### src/rtl/ledscan_pkg.sv
package ledscan_pkg;
  localparam int unsigned SUBSLOTS = 16;

  // On-time in subslots for each brightness code.
  function automatic int dim_on_count(input logic [2:0] code);
    case (code)
      3'd0:    return 1;
      3'd1:    return 2;
      3'd2:    return 4;
      3'd3:    return 10;
      3'd4:    return 11;
      3'd5:    return 12;
      3'd6:    return 13;
      default: return 14;
    endcase
  endfunction
endpackage

### src/rtl/ledscan_ctr.sv
module ledscan_ctr #(
  parameter int unsigned SUB_N  = 16,
  parameter int unsigned GRID_N = 7,
  localparam int unsigned SW = $clog2(SUB_N),
  localparam int unsigned GW = $clog2(GRID_N)
) (
  input  logic          clk,
  input  logic          rst_n,
  input  logic          tick,
  input  logic          restart,
  input  logic [GW-1:0] last_idx,
  output logic [GW-1:0] grid_idx,
  output logic [SW-1:0] sub_idx,
  output logic          frame_wrap
);
  logic [SW-1:0] sub_q;
  logic [GW-1:0] grid_q;
  logic          slot_end;

  assign slot_end   = tick && !restart && (sub_q == SW'(SUB_N - 1));
  assign frame_wrap = slot_end && (grid_q == last_idx);
  assign grid_idx   = grid_q;
  assign sub_idx    = sub_q;

  always_ff @(posedge clk or negedge rst_n) begin
    if (!rst_n) begin
      sub_q  <= '0;
      grid_q <= '0;
    end else if (restart) begin
      sub_q  <= '0;
      grid_q <= '0;
    end else if (tick) begin
      if (slot_end) begin
        sub_q  <= '0;
        grid_q <= (grid_q == last_idx) ? '0 : grid_q + 1'b1;
      end else begin
        sub_q <= sub_q + 1'b1;
      end
    end
  end

  // no tick, no restart -> position frozen
  a_r2_hold_without_tick: assert property (@(posedge clk) disable iff (!rst_n)
    (!tick && !restart) |=> ($stable(sub_q) && $stable(grid_q)));
  // scan returns to the first grid after the strobe
  a_r7_wrap_to_first: assert property (@(posedge clk) disable iff (!rst_n)
    frame_wrap |=> (grid_q == '0 && sub_q == '0));
  // grid index never passes the last active grid
  a_r2_grid_in_range: assert property (@(posedge clk) disable iff (!rst_n)
    restart || (grid_q <= last_idx));
endmodule

### src/rtl/ledscan_mode.sv
module ledscan_mode (
  input  logic clk,
  input  logic rst_n,
  input  logic mode_7g,
  input  logic disp_on,
  input  logic ctl_wr,
  output logic mode_q,
  output logic mode_chg,
  output logic lit_en
);
  logic blank_q;

  assign mode_chg = (mode_7g != mode_q);
  assign lit_en   = disp_on && !blank_q && !mode_chg;

  always_ff @(posedge clk or negedge rst_n) begin
    if (!rst_n) begin
      mode_q  <= 1'b1;
      blank_q <= 1'b0;
    end else if (mode_chg) begin
      mode_q  <= mode_7g;
      blank_q <= 1'b1;
    end else if (ctl_wr && disp_on) begin
      blank_q <= 1'b0;
    end
  end

  // a shape change keeps the panel dark on the following cycle
  a_r9_dark_after_change: assert property (@(posedge clk) disable iff (!rst_n)
    mode_chg |=> !lit_en);
  // only a control write with display on ends the blank interval
  a_r9_release_needs_write: assert property (@(posedge clk) disable iff (!rst_n)
    (!lit_en && !ctl_wr && !mode_chg && disp_on) |=> !lit_en);
endmodule

### src/rtl/ledscan_drive.sv
module ledscan_drive #(
  parameter int unsigned SUB_N  = 16,
  parameter int unsigned GRID_N = 7,
  parameter int unsigned SEG_N  = 11,
  localparam int unsigned SW = $clog2(SUB_N),
  localparam int unsigned GW = $clog2(GRID_N),
  localparam int unsigned ODD_USED = SEG_N - 8
) (
  input  logic              lit_en,
  input  logic              mode_q,
  input  logic [GW-1:0]     grid_idx,
  input  logic [SW-1:0]     sub_idx,
  input  logic [2:0]        dim_code,
  input  logic [7:0]        rd_even,
  input  logic [7:0]        rd_odd,
  output logic [SEG_N-1:0]  seg_o,
  output logic [GRID_N-2:0] grid_o,
  output logic              share_o,
  output logic              grid_on,
  output logic              seg_on
);
  import ledscan_pkg::*;

  assign grid_on = lit_en && (sub_idx != '0);
  assign seg_on  = grid_on && (int'(sub_idx) <= dim_on_count(dim_code));
  assign seg_o   = seg_on ? {rd_odd[ODD_USED-1:0], rd_even} : '0;

  for (genvar gi = 0; gi < GRID_N - 1; gi++) begin : g_grid
    assign grid_o[gi] = grid_on && (grid_idx == GW'(gi));
  end

  assign share_o = mode_q ? (grid_on && (grid_idx == GW'(GRID_N - 1)))
                          : (seg_on && rd_odd[ODD_USED]);
endmodule

### src/rtl/ledscan_top.sv
module ledscan_top #(
  parameter int unsigned GRID_N = 7,
  parameter int unsigned SEG_N  = 11,
  localparam int unsigned SUB_N = ledscan_pkg::SUBSLOTS,
  localparam int unsigned SW = $clog2(SUB_N),
  localparam int unsigned GW = $clog2(GRID_N)
) (
  input  logic              clk,
  input  logic              rst_n,
  input  logic              tick,
  input  logic              mode_7g,
  input  logic              disp_on,
  input  logic              ctl_wr,
  input  logic [2:0]        dim_code,
  output logic [GW:0]       rd_addr,
  input  logic [7:0]        rd_even,
  input  logic [7:0]        rd_odd,
  output logic [SEG_N-1:0]  seg_o,
  output logic [GRID_N-2:0] grid_o,
  output logic              share_o,
  output logic              cycle_end
);
  import ledscan_pkg::*;

  logic          mode_q, mode_chg, lit_en, grid_on, seg_on;
  logic [GW-1:0] grid_idx, last_idx;
  logic [SW-1:0] sub_idx;

  assign last_idx = mode_q ? GW'(GRID_N - 1) : GW'(GRID_N - 2);
  assign rd_addr  = {grid_idx, 1'b0};

  ledscan_mode u_mode (
    .clk(clk), .rst_n(rst_n), .mode_7g(mode_7g), .disp_on(disp_on),
    .ctl_wr(ctl_wr), .mode_q(mode_q), .mode_chg(mode_chg), .lit_en(lit_en)
  );

  ledscan_ctr #(.SUB_N(SUB_N), .GRID_N(GRID_N)) u_ctr (
    .clk(clk), .rst_n(rst_n), .tick(tick), .restart(mode_chg),
    .last_idx(last_idx), .grid_idx(grid_idx), .sub_idx(sub_idx),
    .frame_wrap(cycle_end)
  );

  ledscan_drive #(.SUB_N(SUB_N), .GRID_N(GRID_N), .SEG_N(SEG_N)) u_drv (
    .lit_en(lit_en), .mode_q(mode_q), .grid_idx(grid_idx), .sub_idx(sub_idx),
    .dim_code(dim_code), .rd_even(rd_even), .rd_odd(rd_odd), .seg_o(seg_o),
    .grid_o(grid_o), .share_o(share_o), .grid_on(grid_on), .seg_on(seg_on)
  );

  // grids never overlap, shared pin counted when it is a grid
  a_r3_one_grid: assert property (@(posedge clk) disable iff (!rst_n)
    $onehot0({mode_q && share_o, grid_o}));
  // guard subslot carries no grid
  a_r3_guard_blank: assert property (@(posedge clk) disable iff (!rst_n)
    (sub_idx == '0) |-> (grid_o == '0 && !(mode_q && share_o)));
  // display off darkens every driven pin
  a_r8_off_dark: assert property (@(posedge clk) disable iff (!rst_n)
    !disp_on |-> (seg_o == '0 && grid_o == '0 && !share_o));
  // lit segments only inside the on-time window
  a_r4_on_window: assert property (@(posedge clk) disable iff (!rst_n)
    (seg_o != '0) |-> (int'(sub_idx) <= dim_on_count(dim_code)));
  // six-grid shape never drives a seventh grid
  a_r6_six_grids: assert property (@(posedge clk) disable iff (!rst_n)
    (!mode_q && !mode_chg) |-> (grid_idx <= GW'(GRID_N - 2)));
endmodule

### config.mk
export PLATFORM = sky130hd
export DESIGN_NAME = ledscan_top
export DESIGN_NICKNAME = d
export VERILOG_FILES = /design/src/rtl/ledscan_pkg.sv /design/src/rtl/ledscan_ctr.sv /design/src/rtl/ledscan_mode.sv /design/src/rtl/ledscan_drive.sv /design/src/rtl/ledscan_top.sv
export SDC_FILE = /design/constraint.sdc
export NUM_CORES = 1
export LEC_CHECK = 0
export CORE_UTILIZATION = 40
export DETAILED_ROUTE_END_ITERATION = 6
export GPL_ROUTABILITY_DRIVEN = 1
export GPL_TIMING_DRIVEN = 0
export PLACE_DENSITY = 0.84
export SYNTH_ARGS = -nofsm -noshare
export SYNTH_HDL_FRONTEND = slang
export SYNTH_HIERARCHICAL = 1
export SYNTH_SLANG_ARGS = --single-unit
### constraint.sdc
create_clock -name clk -period 3.6 [get_ports clk]
set_input_delay 0.72 -clock clk [delete_from_list [all_inputs] [get_ports clk]]
set_output_delay 0.72 -clock clk [all_outputs]
set_load 0.05 [all_outputs]
==> impl_metrics.csv, run 1 <==
group,metric,value,unit
run_status,status,"completed",
min_path,hold_start,"u_mode/blank_q",
setup_path,timing.rr.start,"u_mode/mode_q",
power,sequentialPowerShare,0.425,
finish,fillers,171,
detailed_routing,drc,0,
synth,synthesis.instances,97,
setup_path,crit_type,"in -> out",
sta,rsz0062_at_grt,"no",
synth,synth_top_area_frac,0.2381,
power,total_power,0.2618,mW
clock_network,htreeDepth,1,
die,start_util,0.4286,
sta,fin_ws,0.1098,ns
clock_network,clk_pin_slew,0.05,ns
synth,yosys.area_share.simple,0.3244,
clock_network,clk_latency,0.25,ns
power,internal_power,0.1879,mW
sta,fin_crit_sh,0.9695,
synth,ys_top_cells_by_area,"dfrtp_1 (24%), and2_4 (9.4%), ha_1 (8.9%), xor2_1 (6.2%), a21oi_1 (4.2%)",
sta,tightest_slew,0.5024,ns
placed_design,numPortBuffers,42,
placed_design,gp_congestion,0.7757,
clock_network,cts_root_buf,"clkbuf_4",
clock_network,cts_buffers,3,
detailed_routing,dr.pass1.iters,4,
finish,multi_input_area,574.3,sq um
sta,max_slew_margin,0.6645,
sta,slew_violations,0,
finish,final_util,0.6575,
global_route,grt_max_degree,12,
detailed_routing,drt_iter0_drc,11,
global_route,antenna_found_initial,0,
sta,fin_crit,3.490,ns
placed_design,pre_cts_ws,-0.5684,ns
detailed_routing,drt_wl_total,1937,um
setup_path,critPathMaxFanout,9,
die,std_cell_rows,16,
die,die_x,47.85,um
die,io-pin-count,48,
setup_path,crit_chain,"clkdlybuf4s50_1 > inv_1 > nor2_1 > xnor2_1 > ha_1 > and4_1 > o21ai_2 > a31oi_4 > buf_6 > and2_4 > buf_4",
synth,yosys.area_share.adder,0.08929,
power,power.share.clock,0.280,
synth,synth_top_cell_by_area,"dfrtp_1",
synth,synth_compound_area_frac,0.1488,
finish,syn_to_final_growth,53.42,%
detailed_routing,ant_nets,0,
die,core_area,1962,sq um
setup_path,critPathLaunch,"dim_code[2]",
global_route,overflow,0,
power,powerDensity,203.0,nW/um^2
global_route,track_usage,0.1699,
power,p_comb_frac,0.295,
synth,syn_nets,128,
setup_path,cp_num_buf_inv,4,
setup_path,worstPathRequired,2.88,ns
die,die_area,2289,sq um
job,cap_viol_max_count,0,
sta,setup_viol,0,
sta,skew,0.003045,ns
finish,drive_gt1_frac,0.2517,
synth,seq_area_frac_synth,0.2693,
detailed_routing,drt-vias-per-instance,4.994,
setup_path,cp_slowest_cell,"clkdlybuf4s50_1",
power,ir_worst_vdd,229.2,uV
placed_design,place_area,1295,sq um
power,switchingPower,0.07392,mW
clock_network,cts_tree,"yes",
placed_design,dp_hpwl,1607,um
setup_path,path_delay_family,"buffers and inverters",
synth,synthDistinctLibCells,35,
finish,n_antenna_cell,0,
detailed_routing,vias,849,
finish,design_area,1290,sq um
synth,synth_seq_cells,9,
synth,synthXorXnorAreaFrac,0.07292,
synth,synth.mux.area_fraction,0.02381,
power,p_leak,0.6000,nW
setup_path,max_stage_delay,0.49,ns
die,die_h,47.85,um
clock_network,post_cts_buffers,0,
min_path,hold_class,"reg -> reg",
finish,final-seq-area,226.5,sq um
setup_path,cp-start-kind,"primary input",
setup_path,cp-end-kind,"output port",
global_route,grt_pass1_wl,2794,um
global_route,grt_pass1_vias,673,
power,switching_share,0.2823,
synth,avgSynthCellArea,8.668,sq um
clock_network,cts_hold_buf,0,
clock_network,cts_sinks,9,
detailed_routing,post_drt_wl_per_cell,11.39,um
sta,hold_viol_final,0,
finish,nNetsFinal,175,
synth,syn_area,840.8,sq um
clock_network,clockBufferDepth,2,
synth,synth_top_family_by_area,"simple AND/OR/NAND/NOR gates",
sta,max_freq,286.5,MHz
sta,setup_tns,0,ns
synth,synth_warnings,6,
setup_path,arrival,2.77,ns
cell usage after synthesis:
master	n
a21o_1	1
a21oi_1	7
a31o_2	1
a31oi_1	1
a31oi_2	1
and2_2	2
and2_4	9
and4_1	2
buf_4	1
buf_6	1
clkbuf_1	2
conb_1	2
dfrtp_1	8
dfstp_2	1
ha_1	6
inv_1	7
mux2i_1	2
nand2_1	7
nand2b_1	3
nand3_1	1
nand3b_1	1
nand4_1	2
nor2_1	6
nor2b_1	1
nor3_1	3
nor3_2	1
nor3b_1	2
nor4b_1	1
o21ai_2	1
o311ai_0	4
o41a_1	1
or2b_1	1
or3_1	1
xnor2_1	1
xor2_1	6
flip-flops by register name (all words and copies together) (netlist names):
name,cells
u_mode/blank_q,1
u_ctr/grid_idx,3
u_ctr/sub_idx,4
u_mode/mode_q,1
kinds of logic after synthesis:
| group | Yosys count |
|---|---|
| compound gates | 17 |
| mux | 2 |
| fa+ha+maj | 6 |
| other cells | 2 |
| buf+inv | 11 |
| simple gates | 43 |
| flops | 9 |
| xor+xnor | 7 |
cells in the final DEF, fill, tap and decap left out, types with 2 or more instances in the layout:
cell	count
mux2i_1	2
o311ai_0	4
clkdlybuf4s15_1	2
and2_2	2
nand2_1	7
clkbuf_4	3
and2_4	9
nor2_1	6
dlymetal6s2s_1	2
inv_1	7
xor2_1	6
dfrtp_1	8
nand2b_1	3
nand4_1	2
clkdlybuf4s50_1	23
buf_4	10
clkbuf_1	3
nor3b_1	2
nor3_1	3
buf_2	3
a21oi_1	6
clkbuf_2	2
conb_1	2
ha_1	6
and4_1	2
path summary, 6_finish.rpt:
check	to	slack, ns	cells after the start
min reg2reg	u_mode/blank_q	0.48	1
max reg2reg	u_ctr/grid_idx[2]	2.11	4
min	u_mode/blank_q	0.48	1
min in group asynchronous	u_ctr/sub_idx[3]	0.75	1
max	seg_o[5]	0.11	11
max in group asynchronous	u_mode/mode_q	2.53	1
cell type report:
cell class                 instances  share of cell area
buffer                             4             0.02037
multi-input combinational         77              0.4452
tap                               27             0.02619
inverter                           7             0.02037
timing repair buffer              42              0.2919
clock buffer                       4             0.02037
sequential                         9              0.1756
layer usage:
metal | vias up | track usage | part of all wire
met5 | - | 0 | 0
met4 | 0 | 0.03333 | 0
met3 | 0 | 0.04151 | 0.065
met2 | 30 | 0.3081 | 0.50
met1 | 387 | 0.2028 | 0.43
li1 | 432 | - | -
power by group through the flow:
stage	Combinational [mW]	Clock, mW	Sequential [mW]
floorplan	0.0402	0	0.112
global placement	0.0719	0	0.113
detailed placement	0.0752	0	0.113
CTS	0.0746	0.0794	0.111
global route	0.0857	0.0837	0.112
finish	0.0772	0.0733	0.111
per-stage QoR:
stage | hold slack, ns | instances
4_1_cts | 0.4853 | 170
5_1_grt | 0.5361 | 170
3_3_place_gp | 0.4596 | 166
6_report | 0.4839 | 170
3_5_place_dp | 0.4725 | 166
2_1_floorplan | 0.4244 | 97
repair_timing:
action | in CTS | in global routing
setup endpoints to repair | 17 | 15
pin swaps | 0 | 1
gates cloned | 0 | 0
resized for setup | 73 | 13
Note: power is estimated with default switching activity, not from simulation.
==> run 2: changes to the inputs <==
--- a/config.mk
+++ b/config.mk
@@ -5,6 +5,8 @@
 export SDC_FILE = /design/constraint.sdc
 export NUM_CORES = 1
 export LEC_CHECK = 0
+export CAP_MARGIN = 20
+export CORE_ASPECT_RATIO = 1.1
 export CORE_UTILIZATION = 40
 export DETAILED_ROUTE_END_ITERATION = 6
 export GPL_ROUTABILITY_DRIVEN = 1
==> run 2 against run 1 <==
  * Sequential share of layout area is 0.33 points lower
  * Sequential power hardly changed
  * Worst hold slack worse by 0.0036 ns
==> impl_metrics.csv, run 2 (synthesis results as in run 1) <==
group,metric,value,unit
finish,drive_gt1_frac,0.2727,
global_route,grt_pass1_wl,3305,um
sta,setup_viol,0,
finish,fillers,189,
run_status,status,"completed",
detailed_routing,post_drt_wl_per_cell,12.13,um
finish,design_area,1315,sq um
setup_path,arrival,2.74,ns
detailed_routing,drt-vias-per-instance,4.953,
power,p_leak,0.5982,nW
detailed_routing,dr.pass1.iters,6,
die,core_area,1999,sq um
clock_network,htreeDepth,1,
sta,tightest_slew,0.5116,ns
detailed_routing,vias,847,
sta,setup_tns,0,ns
sta,fin_crit_sh,0.9616,
finish,largest_reg_flops,4,
power,p_comb_frac,0.298,
power,switchingPower,0.07891,mW
sta,fin_crit,3.462,ns
detailed_routing,ant_nets,0,
clock_network,cts_root_buf,"clkbuf_4",
placed_design,place_area,1296,sq um
finish,n_antenna_cell,0,
min_path,hold_class,"reg -> reg",
placed_design,pre_cts_ws,-0.5852,ns
setup_path,cp-end-kind,"output port",
sta,fin_ws,0.1382,ns
sta,max_freq,288.9,MHz
sta,hold_viol_final,0,
die,die_x,45.72,um
clock_network,cts_buffers,3,
die,std_cell_rows,17,
sta,slew_violations,0,
die,start_util,0.4205,
sta,max_slew_margin,0.6584,
global_route,grt_pass1_vias,759,
power,ir_worst_vdd,180.4,uV
global_route,track_usage,0.2012,
die,die_h,50.09,um
finish,syn_to_final_growth,56.40,%
power,switching_share,0.2938,
power,powerDensity,204.2,nW/um^2
clock_network,clockBufferDepth,2,
global_route,overflow,0,
clock_network,clk_latency,0.26,ns
power,sequentialPowerShare,0.417,
finish,mostFrequentLayoutCell,"clkdlybuf4s50_1",
setup_path,crit_type,"in -> out",
clock_network,cts_sinks,9,
job,cap_viol_max_count,0,
die,die_area,2290,sq um
placed_design,gp_congestion,0.8490,
die,io-pin-count,48,
sta,rsz0062_at_grt,"no",
clock_network,clk_pin_slew,0.06,ns
placed_design,dp_hpwl,1666,um
finish,final_cell_mix,"clkdlybuf4s50_1 (24), buf_6 (10), and2_4 (9)",
placed_design,numPortBuffers,42,
power,power.share.clock,0.285,
finish,nNetsFinal,175,
clock_network,cts_hold_buf,0,
setup_path,critPathMaxFanout,9,
sta,skew,0.003008,ns
clock_network,post_cts_buffers,0,
detailed_routing,drc,0,
power,internal_power,0.1896,mW
setup_path,cp-start-kind,"primary input",
detailed_routing,drt_wl_total,2074,um
global_route,antenna_found_initial,0,
power,total_power,0.2685,mW
clock_network,cts_tree,"yes",
detailed_routing,drt_iter0_drc,15,
setup_path,worstPathRequired,2.88,ns
global_route,grt_max_degree,12,
==> run 2: layout make-up <==
type / count / area, sq um / share of cell area
multi-input combinational: 77 / 576.8 / 0.4386
sequential: 9 / 226.5 / 0.1722
tap: 28 / 35.03 / 0.02664
clock buffer: 4 / 26.28 / 0.01998
buffer: 4 / 26.28 / 0.01998
inverter: 7 / 26.28 / 0.01998
timing repair buffer: 42 / 397.9 / 0.3026
==> run 2: power groups by stage <==
| stage | registers [mW] | clock network [mW] | logic, mW |
|---|---|---|---|
| final | 0.112 | 0.0766 | 0.0801 |
| after global routing | 0.112 | 0.0881 | 0.0874 |
| after CTS | 0.112 | 0.0793 | 0.0747 |
| after detailed placement | 0.113 | 0 | 0.0753 |
| after global placement | 0.113 | 0 | 0.0720 |
| after floorplan | 0.112 | 0 | 0.0402 |
==> run 2: critical path: stages <==
cell and delay (ns):
clkdlybuf4s50_1 0.50, inv_1 0.06, nor2_1 0.12, xnor2_1 0.08, ha_1 0.29, and4_4 0.24
o21ai_2 0.08, a31oi_4 0.19, buf_6 0.16, and2_4 0.14, buf_6 0.15
==> run 2: worst paths after layout <==
kind                       cells past startpoint  slack, ns           start                 to
max in group asynchronous                      1       2.53           rst_n      u_mode/mode_q
min in group asynchronous                      1       0.75           rst_n   u_ctr/sub_idx[1]
min reg2reg                                    1       0.48  u_mode/blank_q     u_mode/blank_q
max                                           11       0.14     dim_code[2]           seg_o[6]
min                                            1       0.48  u_mode/blank_q     u_mode/blank_q
max reg2reg                                    4       2.14   u_mode/mode_q  u_ctr/grid_idx[2]
==> run 2: what timing repair did <==
item	CTS	global route
hold endpoints to repair	0	0
gates resized for setup	74	23
pin swaps	0	1
endpoints found under the setup margin	17	17
==> run 2: routing by layer <==
| metal | global-route usage | part of all wire | up-vias |
|---|---|---|---|
| met1 | 0.2364 | 0.41 | 386 |
| met4 | 0.1275 | 0.032 | 0 |
| met3 | 0.04029 | 0.035 | 4 |
| li1 | - | - | 432 |
| met5 | 0 | 0 | - |
| met2 | 0.3214 | 0.52 | 25 |
==> run 2: metrics by stage <==
stage / utilization / cells / hold WS, ns
3_5_place_dp: 0.6483 / 167 / 0.4709
2_1_floorplan: - / 97 / 0.4244
4_1_cts: 0.6395 / 171 / 0.4841
5_1_grt: 0.6577 / 171 / 0.5040
6_report: 0.6577 / 171 / 0.4803
3_3_place_gp: 0.6483 / 167 / 0.4597
==> run 3: changes to the inputs <==
--- a/config.mk
+++ b/config.mk
@@ -6,7 +6,7 @@
 export NUM_CORES = 1
 export LEC_CHECK = 0
 export CAP_MARGIN = 20
-export CORE_ASPECT_RATIO = 1.1
+export CORE_ASPECT_RATIO = 1.5
 export CORE_UTILIZATION = 40
 export DETAILED_ROUTE_END_ITERATION = 6
 export GPL_ROUTABILITY_DRIVEN = 1
==> run 3 against run 2 <==
  * Largest power group unchanged
  * Largest cell class unchanged
  * First-iteration DRC count up 73%
  * Die area up 0.15%
  * Core utilization decreased by 1.5 points
  * Non-clock buffer count did not move
  * Count of clock-buffer cells in the layout unchanged
  * Sequential share of layout area increased by 0.39 points
  * Combinational power is 1% lower
==> impl_metrics.csv, run 3 (synthesis results as in run 1) <==
group,metric,value,unit
run_status,status,"completed",
die,io-pin-count,48,
finish,mostFrequentLayoutCell,"clkdlybuf4s50_1",
detailed_routing,dr.pass1.iters,4,
sta,setup_viol,0,
clock_network,cts_buffers,3,
min_path,hold_class,"reg -> reg",
global_route,grt_pass1_wl,3360,um
setup_path,worstPathRequired,2.88,ns
detailed_routing,drt-vias-per-instance,5.103,
die,die_h,58.15,um
detailed_routing,vias,842,
detailed_routing,drt_wl_total,2086,um
sta,hold_viol_final,0,
setup_path,cp-end-kind,"output port",
power,ir_worst_vdd,191.6,uV
global_route,grt_max_degree,12,
finish,drive_gt1_frac,0.2517,
clock_network,cts_hold_buf,0,
die,die_area,2293,sq um
finish,fillers,190,
die,die_x,39.44,um
detailed_routing,ant_nets,0,
clock_network,clk_latency,0.27,ns
detailed_routing,drt_iter0_drc,26,
power,total_power,0.2711,mW
global_route,overflow,0,
finish,final_cell_mix,"clkdlybuf4s50_1 (24), buf_4 (10), and2_4 (9)",
power,p_leak,0.5990,nW
clock_network,clockBufferDepth,2,
power,powerDensity,210.8,nW/um^2
detailed_routing,post_drt_wl_per_cell,12.64,um
sta,fin_crit,3.518,ns
clock_network,clk_pin_slew,0.06,ns
finish,n_antenna_cell,0,
finish,stdcell_count,165,
finish,syn_to_final_growth,52.98,%
detailed_routing,drc,0,
sta,fin_crit_sh,0.9772,
clock_network,htreeDepth,1,
sta,max_freq,284.2,MHz
finish,final_util,0.6425,
setup_path,arrival,2.80,ns
placed_design,numPortBuffers,42,
finish,largest_reg_flops,4,
die,core_area,2002,sq um
sta,max_slew_margin,0.6664,
clock_network,cts_root_buf,"clkbuf_4",
clock_network,cts_sinks,9,
die,start_util,0.4200,
setup_path,cp-start-kind,"primary input",
placed_design,gp_congestion,0.7173,
global_route,grt_pass1_vias,807,
job,cap_viol_max_count,0,
global_route,antenna_found_initial,0,
sta,rsz0062_at_grt,"no",
sta,skew,0.01376,ns
setup_path,crit_type,"in -> out",
placed_design,dp_hpwl,1664,um
finish,nNetsFinal,175,
clock_network,cts_tree,"yes",
setup_path,critPathMaxFanout,4,
die,std_cell_rows,20,
placed_design,dp.cells,161,
global_route,track_usage,0.2037,
sta,tightest_slew,0.4995,ns
sta,slew_violations,0,
[run 3: changes by cell type in the layout (fill, tap and decap cells not counted)]
| cell | before | now |
|---|---|---|
| clkbuf_2 | 4 | 1 |
| clkdlybuf4s15_1 | 0 | 1 |
| buf_6 | 10 | 1 |
| buf_4 | 1 | 10 |
| dlygate4sd2_1 | 1 | 3 |
[run 3: power breakdown]
| group | total, mW | switching, mW | internal, mW |
|---|---|---|---|
| clock | 0.0801 | 0.0374 | 0.0427 |
| sequential | 0.112 | 0.00572 | 0.106 |
| combinational | 0.0793 | 0.0388 | 0.0405 |
| total | 0.271 | 0.0820 | 0.189 |
[run 3: final timing paths]
| check | startpoint | end | slack (ns) | cells past startpoint |
|---|---|---|---|---|
| min | u_mode/blank_q | u_mode/blank_q | 0.49 | 1 |
| min reg2reg | u_mode/blank_q | u_mode/blank_q | 0.49 | 1 |
| min in group asynchronous | rst_n | u_ctr/grid_idx[0] | 0.74 | 1 |
| max | mode_7g | grid_o[0] | 0.08 | 7 |
| max in group asynchronous | rst_n | u_mode/mode_q | 2.54 | 1 |
| max reg2reg | u_mode/mode_q | u_ctr/grid_idx[2] | 2.14 | 4 |
[run 3: layout make-up]
cell class	count	area (sq um)	area share
Buffer	4	26.28	0.02043
Clock buffer	4	26.28	0.02043
Inverter	7	26.28	0.02043
Multi-Input combinational cell	77	576.8	0.4484
Sequential cell	9	226.5	0.1761
Tap cell	22	27.53	0.02140
Timing Repair Buffer	42	376.6	0.2928
[run 3: critical path, stage by stage]
cell	delay, ns
clkdlybuf4s50_1	0.44
xor2_1	0.18
nor3b_1	0.24
o41a_1	0.26
or2b_1	0.30
nor3_1	0.14
clkdlybuf4s15_1	0.52
[run 3: per-layer routing]
metal,vias up,share of wire,global-route usage
li1,425,-,-
met1,394,0.38,0.2228
met2,21,0.58,0.3536
met3,2,0.032,0.06130
met4,0,0.0067,0.06897
met5,-,0,0
[run 3: what timing repair did]
action / 4_1_cts / 5_1_grt
endpoints found under the setup margin: 17 / 15
pin swaps: 0 / 1
setup buffers: 0 / 0
resized for setup: 74 / 8
[run 3: stage by stage]
| stage | worst slack [ns] | hold slack [ns] | setup TNS [ns] | area [sq um] |
|---|---|---|---|---|
| 6_report | 0.08192 | 0.4866 | 0 | 1286 |
| 5_1_grt | 0.001254 | 0.5370 | 0 | 1286 |
| 4_1_cts | 0.01429 | 0.4884 | 0 | 1271 |
| 3_5_place_dp | -0.5953 | 0.4749 | -7.457 | 1289 |
| 3_3_place_gp | -0.4926 | 0.4614 | -6.274 | 1289 |
| 2_1_floorplan | 0.1962 | 0.4244 | 0 | 840.8 |
